===== src/rtl/dma_chan_pkg.sv =====
package dma_chan_pkg;
    localparam int unsigned WORD_W = 32;
    localparam int unsigned HALF_W = 16;
    localparam int unsigned DEV_W  = 8;
    localparam int unsigned ADDR_W = 3;
    localparam int unsigned N_COND = 3;

    localparam int B_RUN    = 15;
    localparam int B_PAUSE  = 14;
    localparam int B_FLUSH  = 13;
    localparam int B_WAKE   = 12;
    localparam int B_DEAD   = 11;
    localparam int B_ACTIVE = 10;
    localparam int B_BT     = 8;

    typedef enum logic [ADDR_W-1:0] {
        A_CTRL     = 3'd0,
        A_STAT     = 3'd1,
        A_PTR_HI   = 3'd2,
        A_PTR_LO   = 3'd3,
        A_SEL_INT  = 3'd4,
        A_SEL_BR   = 3'd5,
        A_SEL_WAIT = 3'd6,
        A_XMODE    = 3'd7
    } reg_addr_e;

    typedef struct packed {
        logic run;
        logic pause;
        logic flush;
        logic wake;
        logic dead;
        logic active;
        logic bt;
    } chan_bits_t;
endpackage


===== src/rtl/chan_status_reg.sv =====
module chan_status_reg
    import dma_chan_pkg::*;
(
    input  logic              clk,
    input  logic              rst_n,
    input  logic              ctl_we,
    input  logic [HALF_W-1:0] wmask,
    input  logic [HALF_W-1:0] wval,
    input  logic              eng_active,
    input  logic              eng_dead,
    input  logic              eng_bt,
    input  logic              eng_flush_done,
    input  logic [DEV_W-1:0]  dev_status,
    output chan_bits_t        bits,
    output logic [WORD_W-1:0] status_word
);
    typedef struct packed {
        chan_bits_t       b;
        logic [DEV_W-1:0] dev;
    } st_t;

    st_t st_d, st_q;

    logic [HALF_W-1:0] sel_d;
    logic [HALF_W-1:0] clr_d;

    always_comb begin
        sel_d = ctl_we ? wmask : '0;
        clr_d = sel_d & ~wval;
        st_d  = st_q;
        st_d.dev = dev_status;

        if (sel_d[B_RUN])   st_d.b.run   = wval[B_RUN];
        if (sel_d[B_PAUSE]) st_d.b.pause = wval[B_PAUSE];
        if (sel_d[B_WAKE])  st_d.b.wake  = wval[B_WAKE];

        if (eng_flush_done) st_d.b.flush = 1'b0;
        if (sel_d[B_FLUSH]) st_d.b.flush = wval[B_FLUSH];

        if (clr_d[B_DEAD]) st_d.b.dead = 1'b0;
        if (eng_dead)      st_d.b.dead = 1'b1;

        if (clr_d[B_BT]) st_d.b.bt = 1'b0;
        if (eng_bt)      st_d.b.bt = 1'b1;

        st_d.b.active = eng_active & ~clr_d[B_ACTIVE];
    end

    always_ff @(posedge clk or negedge rst_n) begin
        if (!rst_n) st_q <= '0;
        else        st_q <= st_d;
    end

    assign bits = st_q.b;

    always_comb begin
        status_word           = '0;
        status_word[B_RUN]    = st_q.b.run;
        status_word[B_PAUSE]  = st_q.b.pause;
        status_word[B_FLUSH]  = st_q.b.flush;
        status_word[B_WAKE]   = st_q.b.wake;
        status_word[B_DEAD]   = st_q.b.dead;
        status_word[B_ACTIVE] = st_q.b.active;
        status_word[B_BT]     = st_q.b.bt;
        status_word[DEV_W-1:0] = st_q.dev;
    end

    p_sticky_set_r5: assert property (@(posedge clk) disable iff (!rst_n)
        eng_dead |=> st_q.b.dead);

    p_no_sw_set_r4: assert property (@(posedge clk) disable iff (!rst_n)
        (ctl_we && wmask[B_DEAD] && wval[B_DEAD] && !eng_dead && !st_q.b.dead) |=> !st_q.b.dead);

    p_flush_done_r7: assert property (@(posedge clk) disable iff (!rst_n)
        (eng_flush_done && !(ctl_we && wmask[B_FLUSH])) |=> !st_q.b.flush);

    p_run_clear_r3: assert property (@(posedge clk) disable iff (!rst_n)
        (ctl_we && wmask[B_RUN] && !wval[B_RUN]) |=> !st_q.b.run);

    p_active_mirror_r6: assert property (@(posedge clk) disable iff (!rst_n)
        !(ctl_we && wmask[B_ACTIVE] && !wval[B_ACTIVE]) |=> (st_q.b.active == $past(eng_active)));
endmodule


===== src/rtl/chan_cond_eval.sv =====
module chan_cond_eval
    import dma_chan_pkg::*;
(
    input  logic              clk,
    input  logic              rst_n,
    input  logic              we,
    input  logic [WORD_W-1:0] wdata,
    input  logic [HALF_W-1:0] status_lo,
    output logic [WORD_W-1:0] sel_word,
    output logic              hit
);
    typedef struct packed {
        logic [HALF_W-1:0] mask;
        logic [HALF_W-1:0] value;
    } sel_t;

    sel_t sel_d, sel_q;

    always_comb begin
        sel_d = sel_q;
        if (we) sel_d = sel_t'(wdata);
    end

    always_ff @(posedge clk or negedge rst_n) begin
        if (!rst_n) sel_q <= '0;
        else        sel_q <= sel_d;
    end

    assign sel_word = sel_q;
    assign hit      = ((status_lo & sel_q.mask) == sel_q.value);

    p_sel_write_r11: assert property (@(posedge clk) disable iff (!rst_n)
        we |=> (sel_word == $past(wdata)));
endmodule


===== src/rtl/chan_ptr_regs.sv =====
module chan_ptr_regs
    import dma_chan_pkg::*;
#(
    parameter int unsigned ALIGN_BITS = 4
) (
    input  logic              clk,
    input  logic              rst_n,
    input  logic              we_hi,
    input  logic              we_lo,
    input  logic              we_mode,
    input  logic [WORD_W-1:0] wdata,
    input  logic              run,
    output logic [WORD_W-1:0] ptr_hi,
    output logic [WORD_W-1:0] ptr_lo,
    output logic [WORD_W-1:0] mode
);
    localparam logic [WORD_W-1:0] LO_KEEP = ~((WORD_W'(1) << ALIGN_BITS) - WORD_W'(1));

    typedef struct packed {
        logic [WORD_W-1:0] hi;
        logic [WORD_W-1:0] lo;
        logic [WORD_W-1:0] mode;
    } ptr_t;

    ptr_t pr_d, pr_q;

    always_comb begin
        pr_d = pr_q;
        if (we_hi && !run) pr_d.hi = wdata;
        if (we_lo && !run) pr_d.lo = wdata & LO_KEEP;
        if (we_mode)       pr_d.mode = wdata;
    end

    always_ff @(posedge clk or negedge rst_n) begin
        if (!rst_n) pr_q <= '0;
        else        pr_q <= pr_d;
    end

    assign ptr_hi = pr_q.hi;
    assign ptr_lo = pr_q.lo;
    assign mode   = pr_q.mode;

    p_ptr_locked_r9: assert property (@(posedge clk) disable iff (!rst_n)
        (run && (we_hi || we_lo)) |=> $stable({ptr_hi, ptr_lo}));
endmodule


===== src/rtl/dma_chan_regs.sv =====
module dma_chan_regs
    import dma_chan_pkg::*;
(
    input  logic        clk,
    input  logic        rst_n,
    input  logic        bus_wr,
    input  logic [2:0]  bus_addr,
    input  logic [31:0] bus_wdata,
    output logic [31:0] bus_rdata,
    input  logic        eng_active,
    input  logic        eng_dead,
    input  logic        eng_bt,
    input  logic        eng_flush_done,
    input  logic [7:0]  dev_status,
    output logic        ctl_run,
    output logic        ctl_pause,
    output logic        ctl_flush,
    output logic        ctl_wake,
    output logic [63:0] cmd_ptr,
    output logic [31:0] xfer_mode,
    output logic        cond_intr,
    output logic        cond_br,
    output logic        cond_wait
);
    reg_addr_e         addr_e;
    chan_bits_t        bits;
    logic [WORD_W-1:0] status_word;
    logic [WORD_W-1:0] ptr_hi, ptr_lo, mode;
    logic [WORD_W-1:0] sel_word [N_COND];
    logic [N_COND-1:0] sel_we;
    logic [N_COND-1:0] hit;

    assign addr_e = reg_addr_e'(bus_addr);

    chan_status_reg u_status (
        .clk            (clk),
        .rst_n          (rst_n),
        .ctl_we         (bus_wr && addr_e == A_CTRL),
        .wmask          (bus_wdata[WORD_W-1:HALF_W]),
        .wval           (bus_wdata[HALF_W-1:0]),
        .eng_active     (eng_active),
        .eng_dead       (eng_dead),
        .eng_bt         (eng_bt),
        .eng_flush_done (eng_flush_done),
        .dev_status     (dev_status),
        .bits           (bits),
        .status_word    (status_word)
    );

    chan_ptr_regs #(.ALIGN_BITS(4)) u_ptr (
        .clk     (clk),
        .rst_n   (rst_n),
        .we_hi   (bus_wr && addr_e == A_PTR_HI),
        .we_lo   (bus_wr && addr_e == A_PTR_LO),
        .we_mode (bus_wr && addr_e == A_XMODE),
        .wdata   (bus_wdata),
        .run     (bits.run),
        .ptr_hi  (ptr_hi),
        .ptr_lo  (ptr_lo),
        .mode    (mode)
    );

    for (genvar gi = 0; gi < N_COND; gi++) begin : g_cond
        localparam logic [ADDR_W-1:0] MY_ADDR = ADDR_W'(int'(A_SEL_INT) + gi);
        assign sel_we[gi] = bus_wr && (bus_addr == MY_ADDR);
        chan_cond_eval u_cond (
            .clk       (clk),
            .rst_n     (rst_n),
            .we        (sel_we[gi]),
            .wdata     (bus_wdata),
            .status_lo (status_word[HALF_W-1:0]),
            .sel_word  (sel_word[gi]),
            .hit       (hit[gi])
        );
    end

    always_comb begin
        unique case (addr_e)
            A_CTRL, A_STAT: bus_rdata = status_word;
            A_PTR_HI:       bus_rdata = ptr_hi;
            A_PTR_LO:       bus_rdata = ptr_lo;
            A_SEL_INT:      bus_rdata = sel_word[0];
            A_SEL_BR:       bus_rdata = sel_word[1];
            A_SEL_WAIT:     bus_rdata = sel_word[2];
            A_XMODE:        bus_rdata = mode;
            default:        bus_rdata = '0;
        endcase
    end

    assign ctl_run   = bits.run;
    assign ctl_pause = bits.pause;
    assign ctl_flush = bits.flush;
    assign ctl_wake  = bits.wake;
    assign cmd_ptr   = {ptr_hi, ptr_lo};
    assign xfer_mode = mode;
    assign cond_intr = hit[0];
    assign cond_br   = hit[1];
    assign cond_wait = hit[2];

    p_ctl_mirror_r12: assert property (@(posedge clk) disable iff (!rst_n)
        {ctl_run, ctl_pause, ctl_flush, ctl_wake} == status_word[15:12]);
endmodule


===== config.mk =====
export PLATFORM = sky130hd
export DESIGN_NAME = dma_chan_regs
export DESIGN_NICKNAME = d
export VERILOG_FILES = /design/src/rtl/dma_chan_pkg.sv /design/src/rtl/chan_status_reg.sv /design/src/rtl/chan_cond_eval.sv /design/src/rtl/chan_ptr_regs.sv /design/src/rtl/dma_chan_regs.sv
export SDC_FILE = /design/constraint.sdc
export NUM_CORES = 1
export LEC_CHECK = 0
export ABC_AREA = 0
export CAP_MARGIN = 20
export CORE_ASPECT_RATIO = 1.25
export CORE_MARGIN = 5
export CORE_UTILIZATION = 65
export CTS_CLUSTER_DIAMETER = 100
export DETAILED_ROUTE_END_ITERATION = 7
export DONT_BUFFER_PORTS = 1
export PLACE_DENSITY_LB_ADDON = 0.15
export SLEW_MARGIN = 10
export SYNTH_ARGS = -nofsm -noshare
export SYNTH_HDL_FRONTEND = slang
export SYNTH_SLANG_ARGS = --single-unit

===== constraint.sdc =====
create_clock -name clk -period 4.3 [get_ports clk]
set_clock_uncertainty 0.2 [all_clocks]
set_input_delay 0.645 -clock clk [delete_from_list [all_inputs] [get_ports clk]]
set_output_delay 0.645 -clock clk [all_outputs]
set_load 0.01 [all_outputs]

==> metrics.md, run 1 <==
| Metric | Value |
|---|---|
| Clock transition at the registers of the reported paths | 60 ps |
| Post-DP HPWL | 17.8 mm |
| Period minus WS final | 3270 ps |
| Ys async rst share | 100% |
| Max Cap Viol | 0 |
| Via density per instance | 6.66 |
| Port bufs | 0 |
| Critical Path AT | 2430 ps |
| Total GRT Usage | 29.8% |
| Drt drc | 0 |
| Layout net count | 826 |
| Crit Reg-Reg Endpoint | u_ptr.ptr_lo[28]$_DFFE_PN0P_ |
| Top layer in use | met4 |
| Worst EP required | 3450 ps |
| Status | finished with violations |
| Syn Inst Count | 785 |
| Antenna Nets Post-Route | 0 |
| Seq pwr share | 49.0% |
| Worst setup path start | u_status.bits[5]$_DFFE_PN0P_ |
| Failing checks | negative hold slack |
| Pre-CTS setup slack | 1490 ps |
| Routed WL | 27.0 mm |
| CTS tree | yes |
| Top post-synthesis cells by area | dfrtp_1 51%, mux2_2 17%, mux2_4 5.7%, xor2_1 3.1%, nand2_1 3.1% |
| Clk buf depth | 3 |
| Maximum vdd ir drop | 0.000410 V |
| CTS buffer count | 22 |
| Final core utilization | 72.2% |
| Fraction of layout cells with a size suffix above 1 | 31.4% |
| Most frequent cells in the layout | 203 x dfrtp_1, 149 x mux2_2, 83 x nand2_1, 38 x mux2_4, 36 x xor2_1 |
| Root buf cell | clkbuf_16 |
| R2R cell count | 3 |
| GRT overflow | 0 |
| Lkg Pwr | 4.79 nW |
| Wl on met1 | 10.9 mm |
| Via count | 6649 |
| DR iter-0 viols | 521 |
| RR Startpoint | u_status.bits[6]$_DFFE_PN0P_ |
| Htree depth | 1 |
| EDFF count, synth | 0 |
| Die width | 121 µm |
| Combinational share of power | 17.2% |
| Die footprint | 18100 µm² |
| Most common flop cell mapped by yosys | dfrtp_1 |
| Most common cell after layout, fill and taps aside | dfrtp_1 |
| DR pass1 iterations | 5 |
| FILL cells | 1069 |
| Top cell type's share of synthesized area | 50.6% |
| Slew headroom | 40.2% |
| Global-route wire length before repair | 41.7 mm |
| Worst Tran Pin Value | 893 ps |
| Post-cts sizing count | 0 |
| Ports | 185 |
| DIE HEIGHT | 149 µm |
| Unrepaired setup endpoints after global routing | no |
| Initial Utilization | 66.6% |
| Core ar. | 15100 µm² |
| Final Hold Slack | -368 ps |
| Pint | 0.00419 W |
| Worst Hold Class | in2async |
| Startpoint types | flip-flop |
| Clock Power Share | 33.9% |
| Count of different cell masters after synthesis | 52 |
| Synth warn | 0 |
| Final setup fails | 0 |
| Crit end category | output port |
| Final hold vios | 203 |
| Avg WL per Cell | 27.0 µm |
| Postcts setup bufs | 0 |
| Slew Viols, Final | 0 |
| Largest net degree at the start of global routing | 204 |
| Routed met3 length | 2.24 mm |
| TritonCTS Sinks | 203 |
| Fmax | 306 MHz |
| R2R setup slack | 1750 ps |
| Clk Latency, worst-skew pair | 500 ps |
| CP max FO | 6 |
| Std-Cell Rows | 50 |
| Yosys top cell by area | dfrtp_1 |
| Syn-to-layout area delta | 8.37% |
| Synth Cell Area | 10000 µm² |
| Power Density | 546 nW/µm² |
| Syn_area_per_cell | 12.8 µm² |
| Cts hold-fix bufs | 8 |
| Fin crit share | 76.1% |
| Vias in the first global route | 6868 |
| Switch share | 29.5% |
| Gpl congestion | 0.926 |
| Setup slack after layout | 1030 ps |
| Switching power | 0.00175 W |
| Metal2 WL | 13.0 mm |
| Setup TNS | 0 ps |
| Seq/Total Area, Yosys | 50.6% |
| Critical path class | reg2out |
| # diodes | 0 |
| Initial antenna violation count | 0 |
| Synth Register Bits | 203 |
area by class of cell:
class | count | area (µm²) | area share (%)
Tap cell | 208 | 260 | 2.39
Clock buffer | 30 | 662 | 6.08
Inverter | 4 | 17.5 | 0.161
Timing Repair Buffer | 14 | 125 | 1.15
Sequential cell | 203 | 5080 | 46.7
Clock inverter | 8 | 119 | 1.09
Multi-Input combinational cell | 531 | 4620 | 42.5
stage by stage:
| step | power, W | instance area (µm²) | cells |
|---|---|---|---|
| after floorplan | 0.00362 | 10100 | 788 |
| after global placement | 0.00387 | 10000 | 952 |
| after detailed placement | 0.00394 | 10000 | 952 |
| after CTS | 0.00596 | 10900 | 998 |
| after global routing | 0.00618 | 10900 | 998 |
| final | 0.00594 | 10900 | 998 |
worst max path at each step:
| stage | end | slack [ps] | depth (start not counted) |
|---|---|---|---|
| after global routing | cond_wait | 940 | 4 |
| after detailed placement | bus_rdata[30] | 1490 | 4 |
| final | cond_intr | 1030 | 4 |
| after global placement | bus_rdata[30] | 1500 | 4 |
| after floorplan | bus_rdata[12] | 1700 | 6 |
| after CTS | cond_intr | 1020 | 4 |
layer usage:
metal | vias up | track usage [%]
li1 | 2820 | -
met1 | 3463 | 40.6
met2 | 306 | 47.5
met3 | 60 | 7.51
met4 | 0 | 9.36
met5 | - | 0
power by group through the flow:
stage | clock, W | sequential [W] | combinational [W]
detailed placement | 0 | 0.00293 | 0.00101
floorplan | 0 | 0.00274 | 0.000873
CTS | 0.00203 | 0.00290 | 0.00103
global route | 0.00212 | 0.00296 | 0.00111
global placement | 0 | 0.00290 | 0.000974
finish | 0.00201 | 0.00291 | 0.00102
critical path: stages (launching register included):
cell     delay [ps]
dfrtp_1         500
nand2_1         110
xnor2_1         130
or4_1           480
nor4_1          700
Yosys cell counts, drive strengths merged (3+ instances only):
master	number
a21oi	31
a221oi	6
a22o	4
a22oi	9
a32oi	3
and2	3
and3	5
buf	43
clkbuf	7
dfrtp	203
inv	3
mux2	194
mux2i	27
mux4	9
nand2	83
nand2b	5
nand3	12
nand3b	3
nand4	9
nor2	22
nor4	3
o21ai	20
o221ai	5
o22a	4
o22ai	4
o2bb2ai	3
or4	3
xnor2	9
xor2	36
flip-flops by register name, indices dropped and copies added, names as in the netlist:
register	cells
g_cond.u_cond.sel_word	96
u_ptr.ptr_hi	32
u_status.status_word	8
u_status.bits	7
u_ptr.ptr_lo	28
u_ptr.mode	32
logic make-up (layout without fill, tap and decap cells):
kind of cell / Yosys count / after routing / share of synthesized area, %
AOI/OAI and AO/OA: 99 / 99 / 6.49
xor gates and xnor gates: 45 / 45 / 3.92
buffers and inverters: 54 / 56 / 3.61
DFF: 203 / 203 / 50.6
muxes: 230 / 230 / 27.9
other: 1 / 4 / 0.0373
and+or+nand+nor: 153 / 153 / 7.51
Note: power is estimated with default switching activity, not from simulation.
==> run 2, diff against run 1 <==
- CORE_UTILIZATION: 65 -> 64
- clock period: 4.3 -> 3.2 ns (I/O delays scaled with it)
==> metrics.md, run 2 (synthesis results as in run 1) <==
| Metric | Value |
|---|---|
| RR Startpoint | u_status.bits[6]$_DFFE_PN0P_ |
| Final setup fails | 0 |
| Design area | 11300 µm² |
| Final core utilization | 72.8% |
| Core ar. | 15500 µm² |
| Via count | 6907 |
| Startpoint types | flip-flop |
| Routed WL | 28.2 mm |
| Initial Utilization | 64.8% |
| Setup TNS | 0 ps |
| Critical path class | reg2out |
| Vias in the first global route | 7285 |
| Worst Tran Pin Value | 851 ps |
| Power Density | 684 nW/µm² |
| Largest net degree at the start of global routing | 204 |
| Unrepaired setup endpoints after global routing | no |
| Drt drc | 0 |
| Layout net count | 879 |
| Worst EP required | 2520 ps |
| Most common cell after layout, fill and taps aside | dfrtp_1 |
| Root buf cell | clkbuf_16 |
| Critical Path, Cell by Cell | nand2_1, xnor2_1, or4_1, nor4_1, buf_4 |
| CP max FO | 6 |
| Crit Reg-Reg Endpoint | u_ptr.ptr_lo[12]$_DFFE_PN0P_ |
| Initial antenna violation count | 1 |
| CTS buffer count | 21 |
| Largest stage delay, worst path | 510 ps |
| R2R cell count | 3 |
| Max Cap Viol | 0 |
| Slew headroom | 43.0% |
| GRT overflow | 0 |
| Port bufs | 0 |
| Ports | 185 |
| Status | finished with violations |
| Worst Hold Class | in2async |
| Total GRT Usage | 30.9% |
| Syn-to-layout area delta | 12.3% |
| Maximum vdd ir drop | 0.000584 V |
| DR pass1 iterations | 5 |
| Critical Path AT | 2350 ps |
| Clk buf depth | 3 |
| Cts hold-fix bufs | 45 |
| Most frequent cells in the layout | 203 x dfrtp_1, 149 x mux2_2, 83 x nand2_1, 45 x dlygate4sd3_1, 38 x mux2_4 |
| Area post-placement | 10200 µm² |
| Fraction of layout cells with a size suffix above 1 | 30.9% |
| DIE HEIGHT | 150 µm |
| Antenna Nets Post-Route | 0 |
| Period minus WS final | 3030 ps |
| Slew Viols, Final | 0 |
| Lkg Pwr | 4.96 nW |
| Die footprint | 18300 µm² |
| Fin crit share | 94.8% |
| Die width | 122 µm |
| FILL cells | 1059 |
| Worst Path Buf+Inv | 1 |
| DR iter-0 viols | 635 |
| TritonCTS Sinks | 203 |
| Post-DP HPWL | 18.5 mm |
| Avg WL per Cell | 26.7 µm |
| CTS tree | yes |
| Gpl congestion | 0.930 |
| Slowest cell on crit path | dfrtp_1 |
| Std-Cell Rows | 51 |
| Crit end category | output port |
| Failing checks | negative hold slack |
| Largest register FFs | 96 |
| Htree depth | 1 |
| Fmax | 330 MHz |
| Clk Latency, worst-skew pair | 490 ps |
| Final hold vios | 203 |
| R2R setup slack | 1080 ps |
| Final Hold Slack | -521 ps |
| Global-route wire length before repair | 43.1 mm |
| Family with the most delay on the worst path | simple AND/OR/NAND/NOR gates |
| Via density per instance | 6.55 |
| Clock transition at the registers of the reported paths | 60 ps |
==> run 2: cell types whose count changed in the layout (fill, tap and decap cells not counted), sizes merged <==
cell,before,now
buf,6,23
clkinv,5,7
diode,0,1
clkinvlp,0,1
clkbuf,30,26
dlygate4sd3,8,45
bufinv,3,1
==> run 2: per-layer routing <==
metal	global-route usage (%)	wire length [µm]
met1	41.8	11200
met5	0	0
met3	7.86	2510
met4	11.0	1070
met2	48.7	13400
==> run 2: final cells by class <==
class,count,area [µm²],area share [%]
flip-flops and latches,203,5080,45.0
well taps,212,265,2.35
multi-input cells,531,4630,41.0
inverters,4,17.5,0.155
clock inverters,9,76.3,0.676
clock buffers,26,554,4.91
repair buffers,68,661,5.85
diodes,1,2.50,0.0222
==> run 2: worst reg2reg max path: stages, from the launching register on <==
cell and delay [ps]:
dfrtp_1 530, nor4b_4 600, buf_12 280, mux2_2 400
==> run 2: where the power goes <==
| part | switching, W | total [W] | internal (W) |
|---|---|---|---|
| clock | 0.000999 | 0.00231 | 0.00131 |
| combinational | 0.000630 | 0.00150 | 0.000868 |
| sequential | 0.000776 | 0.00391 | 0.00314 |
==> run 2: how the worst max path moves through the flow <==
stage	startpoint	endpoint	slack [ps]	cells after the start
after floorplan	bus_addr[1]	bus_rdata[12]	930	6
after global placement	u_status.bits[5]$_DFFE_PN0P_	cond_wait	700	5
after detailed placement	u_status.bits[5]$_DFFE_PN0P_	cond_intr	640	5
after CTS	u_status.bits[5]$_DFFE_PN0P_	cond_intr	110	5
after global routing	u_status.bits[5]$_DFFE_PN0P_	cond_wait	70	5
final	u_status.bits[5]$_DFFE_PN0P_	cond_wait	170	5
==> run 2: what timing repair did <==
action / in CTS / in global routing
hold endpoints to repair: 403 / 203
setup buffers: 0 / 0
gates resized for setup: 0 / 1
setup endpoints to repair: 0 / 1
==> run 2: per-stage QoR <==
step | power [W] | instances | worst slack [ps]
floorplan | 0.00486 | 788 | 932
global placement | 0.00525 | 973 | 701
detailed placement | 0.00534 | 973 | 641
CTS | 0.00771 | 1053 | 114
global route | 0.00803 | 1054 | 70.8
finish | 0.00772 | 1054 | 166
